<file path="config.mk">
export PLATFORM = sky130hd
export DESIGN_NAME = tri_pwm_dimmer
export DESIGN_NICKNAME = d
export VERILOG_FILES = /design/src/rtl/tri_pwm_pkg.sv /design/src/rtl/pwm_timebase.sv /design/src/rtl/pwm_lane.sv /design/src/rtl/tri_pwm_dimmer.sv
export SDC_FILE = /design/constraint.sdc
export NUM_CORES = 1
export LEC_CHECK = 0
export BUFFER_PORTS_ARGS = -buffer_cell sky130_fd_sc_hd__buf_2
export CAP_MARGIN = 10
export CORE_UTILIZATION = 55
export CTS_CLUSTER_DIAMETER = 80
export DETAILED_ROUTE_END_ITERATION = 6
export MAX_ROUTING_LAYER = met4
export PLACE_DENSITY = 0.77
export SLEW_MARGIN = 0
export SYNTH_ARGS = -nofsm -noshare
export SYNTH_HDL_FRONTEND = slang
export SYNTH_SLANG_ARGS = --single-unit
</file>
<file path="constraint.sdc">
create_clock -name clk_i -period 3.9 [get_ports clk_i]
set_input_delay 0.585 -clock clk_i [delete_from_list [all_inputs] [get_ports clk_i]]
set_output_delay 0.585 -clock clk_i [all_outputs]
set_load 0.01 [all_outputs]
</file>
<file path="src/rtl/tri_pwm_pkg.sv">
package tri_pwm_pkg;

    typedef enum logic [0:0] {
        ST_IDLE = 1'b0,
        ST_RUN  = 1'b1
    } run_state_e;

    // Index of the final slot in a period: 2**w - 2 (31 slots for w = 5)
    function automatic int unsigned last_slot(input int unsigned w);
        return (1 << w) - 2;
    endfunction

endpackage

</file>
<file path="src/rtl/pwm_timebase.sv">
module pwm_timebase #(
    parameter int unsigned CODE_W   = 5,
    parameter int unsigned PRESCALE = 15,
    localparam int unsigned PRE_W   = (PRESCALE > 1) ? $clog2(PRESCALE) : 1
) (
    input  logic              clk_i,
    input  logic              rst_ni,
    input  logic              run_i,
    output logic [CODE_W-1:0] slot_o,
    output logic [PRE_W-1:0]  pre_o,
    output logic              period_end_o
);

    localparam logic [CODE_W-1:0] LAST   = CODE_W'(tri_pwm_pkg::last_slot(CODE_W));
    localparam logic [PRE_W-1:0]  PRE_TOP = PRE_W'(PRESCALE - 1);

    logic [CODE_W-1:0] slot_q;
    logic [PRE_W-1:0]  pre_q;
    logic              pre_wrap;
    logic              slot_wrap;

    assign pre_wrap  = (pre_q == PRE_TOP);
    assign slot_wrap = (slot_q == LAST);

    always_ff @(posedge clk_i or negedge rst_ni) begin
        if (!rst_ni) begin
            pre_q  <= '0;
            slot_q <= '0;
        end else if (!run_i) begin
            pre_q  <= '0;
            slot_q <= '0;
        end else if (pre_wrap) begin
            pre_q  <= '0;
            slot_q <= slot_wrap ? '0 : slot_q + 1'b1;
        end else begin
            pre_q  <= pre_q + 1'b1;
        end
    end

    assign slot_o       = slot_q;
    assign pre_o        = pre_q;
    assign period_end_o = run_i && pre_wrap && slot_wrap;

endmodule

</file>
<file path="src/rtl/pwm_lane.sv">
module pwm_lane #(
    parameter int unsigned CODE_W = 5
) (
    input  logic              clk_i,
    input  logic              rst_ni,
    input  logic              clear_i,
    input  logic              load_i,
    input  logic [CODE_W-1:0] code_i,
    input  logic              apply_i,
    input  logic [CODE_W-1:0] slot_i,
    output logic [CODE_W-1:0] active_o,
    output logic              lit_o
);

    logic [CODE_W-1:0] pending_q;
    logic [CODE_W-1:0] active_q;
    logic [CODE_W-1:0] next_pending;

    // A strobe in the applying cycle bypasses the pending stage
    assign next_pending = load_i ? code_i : pending_q;

    always_ff @(posedge clk_i or negedge rst_ni) begin
        if (!rst_ni) begin
            pending_q <= '0;
            active_q  <= '0;
        end else if (clear_i) begin
            pending_q <= '0;
            active_q  <= '0;
        end else begin
            pending_q <= next_pending;
            if (apply_i) begin
                active_q <= next_pending;
            end
        end
    end

    assign active_o = active_q;
    assign lit_o    = (slot_i < active_q);

endmodule

</file>
<file path="src/rtl/tri_pwm_dimmer.sv">
module tri_pwm_dimmer #(
    parameter int unsigned N_CH     = 3,
    parameter int unsigned CODE_W   = 5,
    parameter int unsigned PRESCALE = 15
) (
    input  logic                     clk_i,
    input  logic                     rst_ni,
    input  logic                     shutdown_i,
    input  logic [N_CH*CODE_W-1:0]   duty_i,
    input  logic [N_CH-1:0]          load_i,
    output logic [N_CH-1:0]          en_o
);

    import tri_pwm_pkg::*;

    localparam int unsigned PRE_W = (PRESCALE > 1) ? $clog2(PRESCALE) : 1;

    run_state_e              state_q;
    run_state_e              state_d;
    logic                    run_ok;
    logic                    apply;
    logic                    period_end;
    logic [CODE_W-1:0]       slot_q;
    logic [PRE_W-1:0]        pre_q;
    logic [N_CH-1:0]         lit;
    logic [N_CH*CODE_W-1:0]  active_flat;

    // State register
    always_ff @(posedge clk_i or negedge rst_ni) begin
        if (!rst_ni) begin
            state_q <= ST_IDLE;
        end else begin
            state_q <= state_d;
        end
    end

    // Next state and control outputs
    always_comb begin
        state_d = state_q;
        apply   = 1'b0;
        run_ok  = 1'b0;
        unique case (state_q)
            ST_IDLE: begin
                if (!shutdown_i) begin
                    state_d = ST_RUN;
                    apply   = 1'b1;
                end
            end
            ST_RUN: begin
                if (shutdown_i) begin
                    state_d = ST_IDLE;
                end else begin
                    run_ok = 1'b1;
                    apply  = period_end;
                end
            end
            default: state_d = ST_IDLE;
        endcase
    end

    pwm_timebase #(
        .CODE_W   (CODE_W),
        .PRESCALE (PRESCALE)
    ) u_timebase (
        .clk_i        (clk_i),
        .rst_ni       (rst_ni),
        .run_i        (run_ok),
        .slot_o       (slot_q),
        .pre_o        (pre_q),
        .period_end_o (period_end)
    );

    for (genvar c = 0; c < N_CH; c++) begin : g_lane
        pwm_lane #(
            .CODE_W (CODE_W)
        ) u_lane (
            .clk_i    (clk_i),
            .rst_ni   (rst_ni),
            .clear_i  (shutdown_i),
            .load_i   (load_i[c]),
            .code_i   (duty_i[c*CODE_W +: CODE_W]),
            .apply_i  (apply),
            .slot_i   (slot_q),
            .active_o (active_flat[c*CODE_W +: CODE_W]),
            .lit_o    (lit[c])
        );
    end

    // Output process: blanking by shutdown has no register in its path
    always_comb begin
        en_o = '0;
        if (state_q == ST_RUN && !shutdown_i) begin
            en_o = lit;
        end
    end

endmodule

</file>
==> results.md <==
* Status: finished, final reports clean
* CTS tree: yes
* Hold Fails Final Rpt at 0
* Post-synth EDFFs at 0
* Reg2reg start: u_timebase.slot_o[1]
* Family with the most delay on the worst path: compound AO/OA/AOI/OAI gates
* Area grow syn2layout at 11.28%
* Overall Global Routing Usage at 0.2215
* Drc violations at 0
* Clk root buf: clkbuf_8
* Die Area at 3958 µm²
* I/O Buffers at 23
* Initial antenna violation count at 0
* Clk pin slew, worst setup/hold paths at 0.08 ns
* Setup tns final at 0 ns
* Slew at the pin with the worst max-slew slack at 0.8604 ns
* Post-DRT Antenna Nets at 0
* Detailed Place HPWL at 2523 µm
* Sequential fraction of the synthesis area at 0.4905
* Post-cts resize count at 0
* Asr flop ratio synth at 1.000
* H-tree depth at 2
* Highest Clock Rate at 419.1 MHz
* Ant diodes at 0
* CTS Hold Bufs at 0
* Dominant cell by count in the synthesized netlist: dfrtp_1
* Drt first-iter violations at 45
* Yosys warning total at 0
* Via count at 1337
* CP bufs+invs at 1
* Starting Density at 0.5929
* Io pins at 24
* Pwr Total at between 800 and 900 µW
* Final setup viols at 0
* Crit start category: flip-flop
* Top-area cell type share of the netlist area at 0.4905
* Dominant cell type by area after synthesis: dfrtp_1
* Crit path from: u_timebase.slot_o[1]
* Headroom to the max-slew limit at 0.4264
* RSZ-0062 raised after global routing: no
* Flops & latches, synth at 40
* Number of vias per cell at between 5 and 6
* Pleak at 0.001158 µW
* Post-Syn Area per Cell at 11.80 µm²
* Largest net degree at the start of global routing at 41
* Critical path class: reg2out
* Wire per inst at 14.92 µm
* Syn Nets at 210
* Clock skew at 0.007990 ns
* Critical path cell sequence: ha_1, a211oi_1, o311a_1, buf_2
* Final period util at 0.6118
* CTS Sinks at 40
* Worst Path Arrival at 1.80 ns
* Routed WL at approximately 3600 µm
* Layout cells sized above 1 at 0.2487
* CTS Buf Count at 5
* Critical Path Fanout Max at 8
* GR Overflow Total at 0
* Max-capacitance violation count at 0
* Synth top area cells: dfrtp_1 (49%), ha_1 (9.8%), mux2i_1 (7.4%), mux2_4 (6.6%), nor2_1 (4.2%)
* Worst skew pair latency at around 0.29 ns
* Ys flop type: dfrtp_1
* Crit. End Element: output port
* Die W at 62.91 µm
* Cell Area, Synth at 2041 µm²
* Cell variety after synth at 31
* CP peak stage delay at 0.50 ns
* First-pass GRT wire length at 6451 µm
* Postcts setup bufs at 0
* P per Cell Area at roughly 380 nW/µm²
* RR Endpoint: g_lane[0].u_lane.active_o[1]
* Reg2reg setup slack at 1.83 ns
* Worst min-delay path category: in2async
* Final max-slew violation count at 0
* Die Y at 62.91 µm
* Number of cell rows at 21
* Critical path required time at 3.31 ns
* Tmin final at 2.386 ns
* Max stage delay cell, worst path: dfrtp_1
* Mapped Cells at approximately 170
* RePlAce Congestion at 0.7770
* CTS Buffer Depth at 2
* Worst vdd ir at 0.0002530 V
* Core region area at 3442 µm²
* Nets at 233
* Initial DRT Pass Iterations at 4
* Cells on worst reg2reg path at 4
* Synth cell count leaders: dfrtp_1 (40), nor2_1 (23), ha_1 (16), inv_1 (16), mux2i_1 (15)
* Number of global-route vias before repair at 1459
-- area by class of cell --
class                           instances  area, µm²
Clock buffer                            5      68.82
Clock inverter                          3      42.54
Fill cell                             268       1171
Inverter                               16      60.06
Multi-Input combinational cell        110      925.9
Sequential cell                        40       1001
Tap cell                               46      57.56
Timing Repair Buffer                   23      115.1
-- sequential cells by signal, indices dropped and copies added, names as in the netlist --
register / cells
u_timebase.slot_o: 5
g_lane.u_lane.pending_q: 15
g_lane.u_lane.active_o: 15
state_q: 1
u_timebase.pre_o: 4
-- cell families after synthesis --
logic type	count (synthesis)	synth area share
adders and majority gates	16	0.09810
buffers and inverters	23	0.05579
and+or+nand+nor	43	0.1018
xor gates and xnor gates	3	0.01288
AOI/OAI and AO/OA	18	0.06806
muxes	30	0.1729
DFF	40	0.4905
-- layout by cell type (no fill, tap or decap), drive strengths merged, types with 2 or more instances in the layout --
| cell | Yosys | routed |
|---|---|---|
| dfrtp | 40 | 40 |
| nor2 | 23 | 23 |
| buf | 3 | 23 |
| inv | 16 | 16 |
| ha | 16 | 16 |
| mux2i | 15 | 15 |
| mux2 | 15 | 15 |
| nand2 | 7 | 7 |
| clkbuf | 4 | 5 |
| nand2b | 4 | 4 |
| a21oi | 4 | 4 |
| nand3 | 4 | 4 |
| a211oi | 3 | 3 |
| o311a | 3 | 3 |
| o21ai | 3 | 3 |
| xnor2 | 2 | 2 |
| nand4 | 2 | 2 |
-- how the worst max path moves through the flow --
stage | to | slack, ns | cells past startpoint
2_1_floorplan | en_o[0] | 2.16 | 3
3_3_place_gp | en_o[2] | 1.74 | 4
3_5_place_dp | en_o[0] | 1.71 | 4
4_1_cts | en_o[0] | 1.52 | 4
5_1_grt | en_o[0] | 1.47 | 4
6_report | en_o[0] | 1.51 | 4
-- through the flow --
step	hold slack, ns	std cells	instance area, µm²	util	worst slack (ns)
after CTS	0.4299	243	2271	0.6598	1.517
after detailed placement	0.4951	235	2160	0.6274	1.710
final	0.3932	243	2271	0.6598	1.514
after floorplan	0.2894	173	2041	-	2.161
after global routing	0.4673	243	2271	0.6598	1.467
after global placement	0.4703	235	2160	0.6274	1.735
-- layer usage --
layer,vias to the layer above,part of all wire,GRT usage
li1,642,-,-
met1,657,0.43,0.2449
met2,30,0.51,0.3763
met3,8,0.046,0.06934
met4,0,0.020,0.07267
met5,-,0,-
-- report_power, final --
| group | total (µW) | internal, µW | switching [µW] |
|---|---|---|---|
| registers | 447 | 436 | 10.6 |
| clock network | 334 | 189 | 145 |
| logic | 92.5 | 44.1 | 48.4 |
Power figures use the tool's default switching activity.
